[src/rtl/gpio_irq_pkg.sv]
package gpio_irq_pkg;
  typedef enum logic [1:0] {
    TRIG_LOW  = 2'b00,
    TRIG_HIGH = 2'b01,
    TRIG_RISE = 2'b10,
    TRIG_FALL = 2'b11
  } trig_e;

  localparam logic [7:0] OFS_CFG_LO = 8'h0C;
  localparam logic [7:0] OFS_CFG_HI = 8'h10;
  localparam logic [7:0] OFS_MASK   = 8'h14;
  localparam logic [7:0] OFS_STATUS = 8'h18;
  localparam logic [7:0] OFS_ESEL   = 8'h1C;
endpackage

[src/rtl/gpio_irq_regs.sv]
module gpio_irq_regs
  import gpio_irq_pkg::*;
#(
  parameter int NPINS = 32,
  parameter int AW    = 8
) (
  input  logic             clk,
  input  logic             rst_n,
  input  logic             bus_wr,
  input  logic [AW-1:0]    bus_addr,
  input  logic [NPINS-1:0] bus_wdata,
  output logic [NPINS-1:0] cfg_lo_q,
  output logic [NPINS-1:0] cfg_hi_q,
  output logic [NPINS-1:0] mask_q,
  output logic [NPINS-1:0] esel_q,
  output logic [NPINS-1:0] clr_vec
);
  logic we_cfg_lo, we_cfg_hi, we_mask, we_esel, we_status;
  logic [NPINS-1:0] cfg_lo_d, cfg_hi_d, mask_d, esel_d;

  always_comb begin
    we_cfg_lo = bus_wr && (bus_addr == AW'(OFS_CFG_LO));
    we_cfg_hi = bus_wr && (bus_addr == AW'(OFS_CFG_HI));
    we_mask   = bus_wr && (bus_addr == AW'(OFS_MASK));
    we_esel   = bus_wr && (bus_addr == AW'(OFS_ESEL));
    we_status = bus_wr && (bus_addr == AW'(OFS_STATUS));
    cfg_lo_d  = bus_wdata;
    cfg_hi_d  = bus_wdata;
    mask_d    = bus_wdata;
    esel_d    = bus_wdata;
    clr_vec   = we_status ? bus_wdata : '0;
  end

  always_ff @(posedge clk or negedge rst_n) begin
    if (!rst_n) begin
      cfg_lo_q <= '0;
      cfg_hi_q <= '0;
      mask_q   <= '0;
      esel_q   <= '0;
    end else begin
      if (we_cfg_lo) cfg_lo_q <= cfg_lo_d;
      if (we_cfg_hi) cfg_hi_q <= cfg_hi_d;
      if (we_mask)   mask_q   <= mask_d;
      if (we_esel)   esel_q   <= esel_d;
    end
  end
endmodule

[src/rtl/gpio_irq_detect.sv]
module gpio_irq_detect
  import gpio_irq_pkg::*;
#(
  parameter int NPINS = 32
) (
  input  logic             clk,
  input  logic             rst_n,
  input  logic [NPINS-1:0] pad_lvl,
  input  logic [NPINS-1:0] cfg_lo_q,
  input  logic [NPINS-1:0] cfg_hi_q,
  input  logic [NPINS-1:0] esel_q,
  output logic [NPINS-1:0] evt
);
  localparam int HALF = NPINS / 2;

  logic [NPINS-1:0] lvl_q;

  always_ff @(posedge clk or negedge rst_n) begin
    if (!rst_n) lvl_q <= '0;
    else        lvl_q <= pad_lvl;
  end

  for (genvar p = 0; p < NPINS; p++) begin : g_pin
    trig_e code;
    logic  rise, fall;

    if (p < HALF) begin : g_lo
      assign code = trig_e'(cfg_lo_q[2*p +: 2]);
    end else begin : g_hi
      assign code = trig_e'(cfg_hi_q[2*(p-HALF) +: 2]);
    end

    always_comb begin
      rise = pad_lvl[p] && !lvl_q[p];
      fall = !pad_lvl[p] && lvl_q[p];
      if (esel_q[p]) begin
        evt[p] = rise || fall;
      end else begin
        unique case (code)
          TRIG_LOW:  evt[p] = !pad_lvl[p];
          TRIG_HIGH: evt[p] = pad_lvl[p];
          TRIG_RISE: evt[p] = rise;
          TRIG_FALL: evt[p] = fall;
          default:   evt[p] = 1'b0;
        endcase
      end
    end
  end
endmodule

[src/rtl/gpio_irq_status.sv]
module gpio_irq_status #(
  parameter int NPINS = 32
) (
  input  logic             clk,
  input  logic             rst_n,
  input  logic [NPINS-1:0] evt,
  input  logic [NPINS-1:0] clr_vec,
  input  logic [NPINS-1:0] mask_q,
  output logic [NPINS-1:0] status_q,
  output logic             irq_lo,
  output logic             irq_hi
);
  localparam int HALF = NPINS / 2;

  logic [NPINS-1:0] status_d;
  logic [NPINS-1:0] pend;

  always_comb begin
    status_d = (status_q & ~clr_vec) | evt;
  end

  always_ff @(posedge clk or negedge rst_n) begin
    if (!rst_n) status_q <= '0;
    else        status_q <= status_d;
  end

  always_comb begin
    pend   = status_q & mask_q;
    irq_lo = |pend[HALF-1:0];
    irq_hi = |pend[NPINS-1:HALF];
  end
endmodule

[src/rtl/gpio_irq_top.sv]
module gpio_irq_top
  import gpio_irq_pkg::*;
#(
  parameter int NPINS = 32,
  parameter int AW    = 8
) (
  input  logic             clk,
  input  logic             rst_n,
  input  logic [NPINS-1:0] pad_lvl,
  input  logic             bus_wr,
  input  logic [AW-1:0]    bus_addr,
  input  logic [NPINS-1:0] bus_wdata,
  output logic [NPINS-1:0] bus_rdata,
  output logic             irq_lo,
  output logic             irq_hi
);
  logic [NPINS-1:0] cfg_lo_q, cfg_hi_q, mask_q, esel_q, clr_vec;
  logic [NPINS-1:0] evt, status_q;

  gpio_irq_regs #(.NPINS(NPINS), .AW(AW)) u_regs (
    .clk      (clk),
    .rst_n    (rst_n),
    .bus_wr   (bus_wr),
    .bus_addr (bus_addr),
    .bus_wdata(bus_wdata),
    .cfg_lo_q (cfg_lo_q),
    .cfg_hi_q (cfg_hi_q),
    .mask_q   (mask_q),
    .esel_q   (esel_q),
    .clr_vec  (clr_vec)
  );

  gpio_irq_detect #(.NPINS(NPINS)) u_detect (
    .clk     (clk),
    .rst_n   (rst_n),
    .pad_lvl (pad_lvl),
    .cfg_lo_q(cfg_lo_q),
    .cfg_hi_q(cfg_hi_q),
    .esel_q  (esel_q),
    .evt     (evt)
  );

  gpio_irq_status #(.NPINS(NPINS)) u_status (
    .clk     (clk),
    .rst_n   (rst_n),
    .evt     (evt),
    .clr_vec (clr_vec),
    .mask_q  (mask_q),
    .status_q(status_q),
    .irq_lo  (irq_lo),
    .irq_hi  (irq_hi)
  );

  always_comb begin
    bus_rdata = '0;
    if (bus_addr == AW'(OFS_CFG_LO))      bus_rdata = cfg_lo_q;
    else if (bus_addr == AW'(OFS_CFG_HI)) bus_rdata = cfg_hi_q;
    else if (bus_addr == AW'(OFS_MASK))   bus_rdata = mask_q;
    else if (bus_addr == AW'(OFS_STATUS)) bus_rdata = status_q;
    else if (bus_addr == AW'(OFS_ESEL))   bus_rdata = esel_q;
  end
endmodule

[config.mk]
export PLATFORM = sky130hd
export DESIGN_NAME = gpio_irq_top
export DESIGN_NICKNAME = d
export VERILOG_FILES = /design/src/rtl/gpio_irq_pkg.sv /design/src/rtl/gpio_irq_regs.sv /design/src/rtl/gpio_irq_detect.sv /design/src/rtl/gpio_irq_status.sv /design/src/rtl/gpio_irq_top.sv
export SDC_FILE = /design/constraint.sdc
export NUM_CORES = 1
export LEC_CHECK = 0
export BUFFER_PORTS_ARGS = -buffer_cell sky130_fd_sc_hd__buf_2
export CAP_MARGIN = 20
export CORE_ASPECT_RATIO = 1.4
export CORE_MARGIN = 2
export CORE_UTILIZATION = 28
export DETAILED_ROUTE_END_ITERATION = 12
export PLACE_DENSITY = 0.44
export SLEW_MARGIN = 20
export SYNTH_ARGS = -nofsm -noshare
export SYNTH_HDL_FRONTEND = slang
export SYNTH_HIERARCHICAL = 1
export SYNTH_SLANG_ARGS = --single-unit
[constraint.sdc]
create_clock -name clk -period 1.9 [get_ports clk]
set_input_delay 0.095 -clock clk [delete_from_list [all_inputs] [get_ports clk]]
set_output_delay 0.095 -clock clk [all_outputs]
set_load 0.02 [all_outputs]
---- Word level (Yosys, flattened, before mapping) ----
Index checks and enable logic that the tools add are counted.
operators by class
  add/subtract/negate cells ............... 0
  multiply operators ...................... 0
  divide/modulo/power cells ............... 0
  $lt $le $gt $ge ......................... 0
  eq/ne operators ......................... 101
  shift operators ......................... 0
  muxes and demuxes ....................... 70
  bitwise logic cells ..................... 4
  reductions and logical operators ........ 199
operators by type and width
  cell                                                  count
  two-way mux 32 bit                                    6
  equality test 2 bit (second input constant)           64
  one-hot mux 1 bit (4 select lines)                    32
  logical AND 1 bit                                     69
  bitwise AND 32 bit                                    2
  equality test 2 x 1 -> 1 bit (second input constant)  32
  zero test 1 bit                                       64
  zero test 2 bit                                       32
  equality test 8 x 5 -> 1 bit (second input constant)  4
  logical OR 1 bit                                      32
  two-way mux 1 bit                                     32
  inverter 32 bit                                       1
  OR 32 bit                                             1
  OR reduction 16 bit                                   2
  equality test 8 x 4 -> 1 bit (second input constant)  1
word-level totals
  register bits ........................... 192
  latch bits .............................. 0
  RAM bits ................................ 0
  memory bits (read-only) ................. 0
  input bits .............................. 75
  memories kept ........................... 0

---- Longest topological paths before layout ----
Gate-level depths: netlist of the first run.
  depth in word-level cells ............... 6
  mapped depth ............................ 6
  gate-level depth less buffers ........... 6

---- Modules after synthesis ----
The synthesis of the first run kept the hierarchy.
by module, submodules not included
  module           times used  cells each  area an instance (µm²)  seq. area each (µm²)
  gpio_irq_regs    1           315         5166.2                  3203.1
  gpio_irq_detect  1           354         3255.6                  800.8
  gpio_irq_top     1           261         1498.9                  0.0
  gpio_irq_status  1           114         1363.8                  800.8

---- Worst setup path before layout of the first run ----
OpenSTA, ideal clock, no wires.
  kind .................................... input -> register
  start point ............................. input port bus_addr[5]
  end point ............................... register u_regs.cfg_hi_q[10]
  library setup time ...................... 125 ps
  arrival time ............................ 1523 ps
  required time ........................... 1775 ps
  path slack .............................. 251 ps
  stages on the path ...................... 5
  path buffers ............................ 2
  path through ............................ or3_1 > or4b_1 > buf_6 > buf_12 > mux2_4
on the way
  cells in the longest elaborated chain, start to end .. 2
ends and longest elaborated chain
  element                       line                 RTL
  start: declaration            gpio_irq_top.sv:11   input logic [AW-1:0] bus_addr,
  equality test 8 x 5 -> 1 bit  gpio_irq_regs.sv:23  we_cfg_hi = bus_wr && (bus_addr == AW'(OFS_CFG_HI));
  logical AND 1 bit             gpio_irq_regs.sv:23
  end signal: assignment        gpio_irq_regs.sv:42  if (we_cfg_hi) cfg_hi_q <= cfg_hi_d;
  end: declaration              gpio_irq_regs.sv:13  output logic [NPINS-1:0] cfg_hi_q,
No other way between the ends.
A chain may end at the register's enable or synchronous reset.

---- Worst setup path after layout of the first run ----
  start point ............................. input port bus_addr[6]
  end point ............................... output port bus_rdata[5]
on the way
  cells in the longest elaborated chain, start to end .. 6
  elaborated cells between the ends (all ways) .. 10
  classes of those cells .................. eq/ne: 5; mux: 5
ends and longest elaborated chain
  element                       line                RTL
  equality test 8 x 5 -> 1 bit  gpio_irq_top.sv:60  else if (bus_addr == AW'(OFS_ESEL)) bus_rdata = esel_q;
  two-way mux 32 bit            gpio_irq_top.sv:60
  two-way mux 32 bit            gpio_irq_top.sv:59  else if (bus_addr == AW'(OFS_STATUS)) bus_rdata = status_q;
  two-way mux 32 bit            gpio_irq_top.sv:58  else if (bus_addr == AW'(OFS_MASK)) bus_rdata = mask_q;
  two-way mux 32 bit            gpio_irq_top.sv:57  else if (bus_addr == AW'(OFS_CFG_HI)) bus_rdata = cfg_hi_q;
  two-way mux 32 bit *          gpio_irq_top.sv:56  if (bus_addr == AW'(OFS_CFG_LO)) bus_rdata = cfg_lo_q;
  end: declaration              gpio_irq_top.sv:13  output logic [NPINS-1:0] bus_rdata,
Every way passes the cells marked *; elsewhere a longest branch is shown, timed or not.

==> flow_summary.toml, run 1 <==
[job]
drv_cap = 0

[sta]
setup_ws_ns = 0.0453
period_minus_slack_ns = 1.85
hold_viol = 0
maxSlewViolCount = 0
slew_headroom_pct = 65.0
tightest_slew_ns = 0.525
max_clock_freq_mhz = 539
setup_viol = 0
post-route-period-util_pct = 97.6
holdWs_ns = 0.0306
rsz0062_at_grt = "yes"
fin_skew_ns = 0.00955

[placed_design]
gp_congestion = 0.787
placed_area_um2 = 12800
dp_hpwl_mm = 24.1
place_worst_setup_slack_ns = -0.0967
port_buffers = 108
placedCellCount = 1685

[global_routing]
grt_max_degree = 66
grt_use_total_pct = 17.0
grt_pass1_vias = 8673
antenna_found_initial = 0
grt_pass1_wl_mm = 53.9
gr-total-overflow = 0

[drt]
drc = 0
post_drt_wl_per_cell_um = 19.6
firstDrtPassIters = 4
wl_mm = 34.8
antenna_left = 0
drt-initial-drc-count = 358
vias = 8433
viasPerCell = 4.75

[pwr]
p_per_area_nw_per_um2 = 687
switchingPower_mw = 2.45
intPower_mw = 7.17
seq_power_share_pct = 46.2
peakVddDrop_v = 0.000500
total_power_mw = 9.62
power_leakage_nw = 6.61
combPwrFrac_pct = 12.6
p_clk_share_pct = 41.2
swShare_pct = 25.5

[clock_tree]
cts_made_buffers = 17
cts_tree = "built"
ctsRootBufferMaster = "clkbuf_16"
clk_pin_slew_ns = 0.07
cts.htree.levels = 4
worstSkewPairLatency_ns = 0.45
cts_max_path_buffers = 2
clock-sinks = 192

[synth]
synth_area_per_cell_um2 = 10.8
mappedNetlistNets = 1183
yosys_warnings = 6
synth.yosys.seq_area_share_pct = 42.6
syn_inst = 1044
syn_area_um2 = 11300
synth.distinct_cells = 42
ys_ff_latch = 192

[floorplan]
rows = 87
initial_core_util_pct = 28.2
coreArea_um2 = 40100
ios = 109
die_h_um = 242
die_area_um2 = 41900
chipWidth_um = 174

[min_path]
min_from = "bus_wdata[16]"
hp-class = "input pin to flop"

[setup_path]
path_max_fanout = 21
r2r-start = "u_detect/lvl_q[12]$_DFF_PN0_"
rrSetupSlack_ns = 0.45
worstSetupPathType = "input pin to output port"
r2r_cells = 5
worst_setup_path_start_kind = "input pin"
cp-startpoint = "bus_addr[6]"
worst_r2r_endpoint = "u_status/status_q[12]$_DFF_PN0_"
crit_required_ns = 1.80
end_kind = "output port"
arrival_ns = 1.76
endpoint = "bus_rdata[5]"

[layout]
syn_to_final_growth_pct = 24.2
fin_cells = 1776
drive_gt1_share_pct = 26.1
design_area_um2 = 14000
diodes = 0
nFillCells = 4165
final_nets = 1370

[run_status]
status = "finished, final reports clean"
-- placed cells by master (no fill, tap or decap), types with 17 or more instances in the layout --
cell type      instances
a2111oi_1             17
mux2_2                97
dlygate4sd3_1         59
and2_1                33
nor3b_1               17
clkbuf_16             17
nor2b_1               32
dfrtp_1              191
inv_1                164
buf_4                 29
nor2_1                48
ha_1                  64
a21o_1                32
mux2i_1               32
a32oi_1               31
mux2_4                30
nand2b_1              63
o22ai_1               32
buf_2                106
o21ai_0               33
a211o_1               17
-- power groups by stage --
stage          logic, mW  clock network, mW  registers (mW)
2_1_floorplan      0.622                  0            4.45
3_3_place_gp        1.11                  0            4.52
3_5_place_dp        1.12                  0            4.53
4_1_cts             1.24               4.08            4.45
5_1_grt             1.36               4.23            4.47
6_report            1.22               3.96            4.44
-- cell families after synthesis --
kind of cell | synth area share [%]
compound gates | 14.7
fa+ha+maj | 7.10
buf+inv | 7.92
flops | 42.6
mux | 16.6
simple gates | 11.1
-- final cells by class --
| type | count | area, µm² | area share, % |
|---|---|---|---|
| multi-input cells | 644 | 5620 | 40.1 |
| inverters | 164 | 616 | 4.39 |
| flip-flops and latches | 192 | 4810 | 34.3 |
| well taps | 534 | 668 | 4.77 |
| clock buffers | 19 | 433 | 3.09 |
| repair buffers | 212 | 1680 | 12.0 |
| clock inverters | 11 | 189 | 1.35 |
-- per-layer routing --
metal	routed length [µm]	global-route usage (%)	vias to the layer above
met5	0	0	-
met4	820	5.49	0
met3	895	2.33	30
met2	17300	29.2	135
met1	15800	21.9	4237
li1	-	-	4031
-- cell usage after synthesis, drive strengths merged --
library cell,number,area share (%)
nor3,1,0.089
a21oi,1,0.044
a211o,17,1.3
nand3,4,0.18
nor2b,32,1.8
o22ai,32,1.8
a221oi,23,2.2
buf,27,1.9
a21o,32,2.1
or3b,1,0.078
o21ai,33,1.5
nor4,1,0.055
and2,33,1.8
and4bb,1,0.11
nor2,48,1.6
or4b,1,0.089
nand4bb,1,0.10
dfrtp,192,43
a32oi,31,2.4
ha,64,7.1
or3,1,0.055
a2111oi,32,2.7
nor3b,18,1.2
nand2b,63,3.5
mux2,128,14
mux2i,32,2.8
nor4b,3,0.29
a22o,8,0.62
and3,1,0.055
inv,164,5.5
nand4,2,0.11
clkbuf,17,0.57
-- stage by stage --
stage	TNS, ns	util [%]
6_report	0	35.0
5_1_grt	-0.0259	35.0
4_1_cts	-0.00908	35.0
3_5_place_dp	-4.11	31.9
3_3_place_gp	-5.61	31.9
2_1_floorplan	0	-
-- worst min path at each step --
stage | endpoint | slack (ns) | cells past startpoint
4_1_cts | u_regs/cfg_hi_q[16]$_DFFE_PN0P_ | 0.01 | 2
2_1_floorplan | u_detect/lvl_q[0]$_DFF_PN0_ | -0.20 | 0
3_5_place_dp | u_detect/lvl_q[24]$_DFF_PN0_ | 0.12 | 1
5_1_grt | u_regs/cfg_hi_q[16]$_DFFE_PN0P_ | 0.008 | 2
3_3_place_gp | u_detect/lvl_q[24]$_DFF_PN0_ | 0.11 | 1
6_report | u_regs/cfg_lo_q[16]$_DFFE_PN0P_ | 0.03 | 2
-- timing repair --
item                                   CTS  global route
endpoints found under the hold margin  180             0
hold buffers                            59             0
setup buffers                            2             0
resized for setup                        3             1
pin swaps                                2             1
setup endpoints to repair                1             2
-- worst max-delay path, stage by stage --
cell and delay (ns):
buf_2 0.11, buf_4 0.13, and4bb_1 0.29, and2_1 0.19, buf_12 0.20, buf_4 0.20
a32oi_1 0.07, nor2_1 0.25, buf_2 0.22
-- state kept, by name, indices dropped and copies added, names as in the netlist --
name,count
u_detect/lvl_q,32
u_regs/cfg_lo_q,32
u_regs/esel_q,32
u_regs/cfg_hi_q,32
u_status/status_q,32
u_regs/mask_q,32
(Power assumes the default switching activity.)
==> run 2: changes to the inputs <==
Settings changed: CORE_UTILIZATION 28 to 25, CTS_BUF_LIST set to sky130_fd_sc_hd__clkbuf_16, PLACE_DENSITY 0.44 to 0.4.
==> flow_summary.toml, run 2 (same netlist as run 1, synthesis figures left out) <==
[sta]
max_clock_freq_mhz = 536
maxSlewViolCount = 0
hold_viol = 0
setup_tns_ns = 0
slew_headroom_pct = 55.4
holdWs_ns = 0.0293
fin_skew_ns = 0.0118
post-route-period-util_pct = 98.2
period_minus_slack_ns = 1.87
tightest_slew_ns = 0.669
rsz0062_at_grt = "yes"
setup_ws_ns = 0.0339
setup_viol = 0

[floorplan]
die_area_um2 = 46900
coreArea_um2 = 44800
chipWidth_um = 184
initial_core_util_pct = 25.2
rows = 92
ios = 109
die_h_um = 255

[drt]
antenna_left = 0
post_drt_wl_per_cell_um = 20.0
vias = 8497
drc = 0
viasPerCell = 4.70
wl_mm = 36.2
firstDrtPassIters = 4
drt-initial-drc-count = 333

[layout]
fin_cells = 1808
syn_to_final_growth_pct = 23.2
final_common_cell = "dfrtp_1"
final_cell_mix = "dfrtp_1 (192), inv_1 (166), buf_2 (106)"
diodes = 0
final_nets = 1373
final_util_pct = 31.0
design_area_um2 = 13900
drive_gt1_share_pct = 25.8

[clock_tree]
worstSkewPairLatency_ns = 0.46
clock-sinks = 192
cts_made_buffers = 17
cts.htree.levels = 4
ctsRootBufferMaster = "clkbuf_16"
cts_max_path_buffers = 2
clk_pin_slew_ns = 0.07
cts_tree = "built"

[global_routing]
grt_use_total_pct = 16.0
grt_pass1_vias = 8820
grt_max_degree = 45
grt_pass1_wl_mm = 56.1
antenna_found_initial = 1
gr-total-overflow = 0

[placed_design]
place_worst_setup_slack_ns = -0.204
gp_congestion = 0.732
placed_area_um2 = 12700
port_buffers = 108
placedCellCount = 1716
dp_hpwl_mm = 25.4

[pwr]
switchingPower_mw = 2.53
swShare_pct = 28.0
combPwrFrac_pct = 13.6
total_power_mw = 9.01
p_clk_share_pct = 37.1
intPower_mw = 6.48
p_per_area_nw_per_um2 = 648
power_leakage_nw = 6.55
peakVddDrop_v = 0.000674
seq_power_share_pct = 49.3

[setup_path]
path_max_fanout = 3
crit_required_ns = 1.80
r2r_cells = 3
r2r-start = "u_detect/lvl_q[13]$_DFF_PN0_"
worst_r2r_endpoint = "u_status/status_q[13]$_DFF_PN0_"
rrSetupSlack_ns = 0.42
worstSetupPathType = "flop to output port"
end_kind = "output port"
arrival_ns = 1.77
worst_setup_path_start_kind = "flop"

[min_path]
min_from = "bus_wdata[14]"
hold_end = "u_regs/cfg_hi_q[14]$_DFFE_PN0P_"
hp-class = "input pin to flop"
whs_path_depth = 2

[run_status]
status = "finished, final reports clean"

[job]
drv_cap = 0
run 2: worst max-delay path: stages (launching register included):
cell and delay [ns]:
dfrtp_1 0.39, a22o_1 0.27, a221oi_4 0.27, nand4_1 0.18
buf_2 0.20
run 2: power groups by stage:
| stage | registers (mW) | clock network [mW] | logic [mW] |
|---|---|---|---|
| finish | 4.45 | 3.34 | 1.22 |
| global route | 4.48 | 3.64 | 1.37 |
| CTS | 4.45 | 3.46 | 1.24 |
| detailed placement | 4.53 | 0 | 1.13 |
| global placement | 4.52 | 0 | 1.11 |
| floorplan | 4.45 | 0 | 0.622 |
run 2: repair_timing:
item / 4_1_cts / 5_1_grt
pin swaps: 1 / 5
resized for setup: 2 / 3
hold endpoints to repair: 213 / 0
hold buffers: 62 / 0
buffers inserted: 0 / 1
endpoints found under the setup margin: 2 / 3
run 2: worst max-delay path by stage:
stage / start / endpoint / slack [ns] / depth (start not counted)
after floorplan: bus_addr[5] / u_regs/cfg_hi_q[10]$_DFFE_PN0P_ / 0.25 / 5
after global placement: bus_addr[1] / u_regs/cfg_hi_q[23]$_DFFE_PN0P_ / -0.18 / 6
after detailed placement: bus_addr[1] / u_regs/cfg_hi_q[20]$_DFFE_PN0P_ / -0.20 / 6
after CTS: u_status/status_q[18]$_DFF_PN0_ / irq_hi / -0.01 / 4
after global routing: u_regs/mask_q[16]$_DFFE_PN0P_ / irq_hi / -0.05 / 4
final: u_regs/mask_q[0]$_DFFE_PN0P_ / irq_lo / 0.03 / 4
run 2: layout make-up:
cell class	instances	area, µm²
clock buffers	17	425
clock inverters	12	73.8
fillers	4593	30900
inverters	164	616
multi-input cells	644	5620
flip-flops and latches	192	4800
well taps	564	706
repair buffers	215	1650
run 2: per-layer routing:
layer  track usage [%]  part of all wire (%)  vias to the layer above
met5                 0                     0                        -
met4              5.27                   2.2                        0
met3              2.25                   2.2                       33
met2              28.2                    51                      131
met1              20.0                    44                     4292
li1                  -                     -                     4041
==> run 3: changes to the inputs <==
Settings changed: RECOVER_POWER set to 25.
==> flow_summary.toml, run 3 (same netlist as run 1, synthesis figures left out) <==
[setup_path]
worst_setup_path_start_kind = "flop"
path_max_fanout = 3
worst_r2r_endpoint = "u_status/status_q[13]$_DFF_PN0_"
r2r_cells = 3
cp-startpoint = "u_regs/mask_q[0]$_DFFE_PN0P_"
r2r-start = "u_detect/lvl_q[13]$_DFF_PN0_"
worstSetupPathType = "flop to output port"
end_kind = "output port"
endpoint = "irq_lo"
arrival_ns = 1.80
rrSetupSlack_ns = 0.43
crit_required_ns = 1.80

[clock_tree]
clock-sinks = 192
ctsRootBufferMaster = "clkbuf_16"
cts_made_buffers = 17
cts_tree = "built"
cts_max_path_buffers = 2
worstSkewPairLatency_ns = 0.46
cts.htree.levels = 4
clk_pin_slew_ns = 0.08

[layout]
nFillCells = 4607
final_cell_mix = "dfrtp_1 (192), inv_1 (166), mux2_2 (97)"
syn_to_final_growth_pct = 22.7
final_util_pct = 30.9
fin_cells = 1808
final_nets = 1373
drive_gt1_share_pct = 23.2
diodes = 0
design_area_um2 = 13800
final_common_cell = "dfrtp_1"

[floorplan]
die_h_um = 255
rows = 92
ios = 109
coreArea_um2 = 44800
die_area_um2 = 46900
chipWidth_um = 184
initial_core_util_pct = 25.2

[placed_design]
port_buffers = 108
place_worst_setup_slack_ns = -0.204
gp_congestion = 0.732
placed_area_um2 = 12700
placedCellCount = 1716
dp_hpwl_mm = 25.4

[global_routing]
grt_pass1_vias = 8820
grtUsageMet1_pct = 20.0
grt_max_degree = 45
antenna_found_initial = 1
busiest_layer = "met2"
gr-total-overflow = 0
use_met3_pct = 2.25
grt_pass1_wl_mm = 56.1
use_met2_pct = 28.2
grt_use_total_pct = 16.0

[pwr]
power_leakage_nw = 6.46
peakVddDrop_v = 0.000675
total_power_mw = 9.00
p_per_area_nw_per_um2 = 650

[sta]
period_minus_slack_ns = 1.89
maxSlewViolCount = 0
slew_headroom_pct = 10.2
rsz0062_at_grt = "yes"
fin_skew_ns = 0.0126
tightest_slew_ns = 1.35
setup_ws_ns = 0.00692
holdWs_ns = 0.0276
hold_viol = 0
max_clock_freq_mhz = 528
setup_tns_ns = 0
setup_viol = 0
post-route-period-util_pct = 99.6

[job]
drv_cap = 0

[drt]
firstDrtPassIters = 4
drt-initial-drc-count = 338
wl_mm = 36.2
post_drt_wl_per_cell_um = 20.0
antenna_left = 0
vias = 8477
viasPerCell = 4.69
drc = 0

[min_path]
hp-class = "input pin to flop"

[run_status]
status = "finished, final reports clean"
-- run 3: area by class of cell --
cell class              count  area (µm²)  share of cell area, %
repair buffers            215        1600                   11.6
clock buffers              17         425                   3.07
flip-flops and latches    192        4800                   34.7
inverters                 164         616                   4.44
well taps                 564         706                   5.10
clock inverters            12        73.8                  0.533
multi-input cells         644        5620                   40.6
-- run 3: how the worst min path moves through the flow --
stage,start,to,slack [ns],cells after the start
after global routing,bus_wdata[18],u_regs/mask_q[18]$_DFFE_PN0P_,0.01,2
after global placement,rst_n,u_regs/cfg_hi_q[9]$_DFFE_PN0P_,0.09,1
after floorplan,rst_n,u_detect/lvl_q[0]$_DFF_PN0_,-0.20,0
final,bus_wdata[14],u_regs/cfg_hi_q[14]$_DFFE_PN0P_,0.03,2
after detailed placement,rst_n,u_regs/esel_q[11]$_DFFE_PN0P_,0.09,1
after CTS,bus_wdata[18],u_regs/mask_q[18]$_DFFE_PN0P_,0.005,2
-- run 3: what timing repair did --
item,CTS,global route
endpoints found under the setup margin,2,3
cloned,0,0
setup buffers,0,1
resized for setup,2,3
endpoints found under the hold margin,213,0
pin swaps,1,5
hold buffers,62,0
-- run 3: per-layer routing --
metal	part of all wire (%)	up-vias
met5	0	-
met4	2.2	0
met3	2.2	33
met2	52	129
met1	44	4273
li1	-	4042
-- run 3: worst max-delay path: stages (launching register included) --
cell,delay (ns)
dfrtp_1,0.39
a22o_1,0.28
a221oi_4,0.27
nand4_1,0.19
buf_2,0.20
-- run 3: power breakdown --
part	switching, mW	total, mW	leakage [nW]	internal (mW)
combinational	0.625	1.21	3.80	0.582
sequential	0.196	4.45	2.42	4.25
clock	1.71	3.35	0.245	1.64
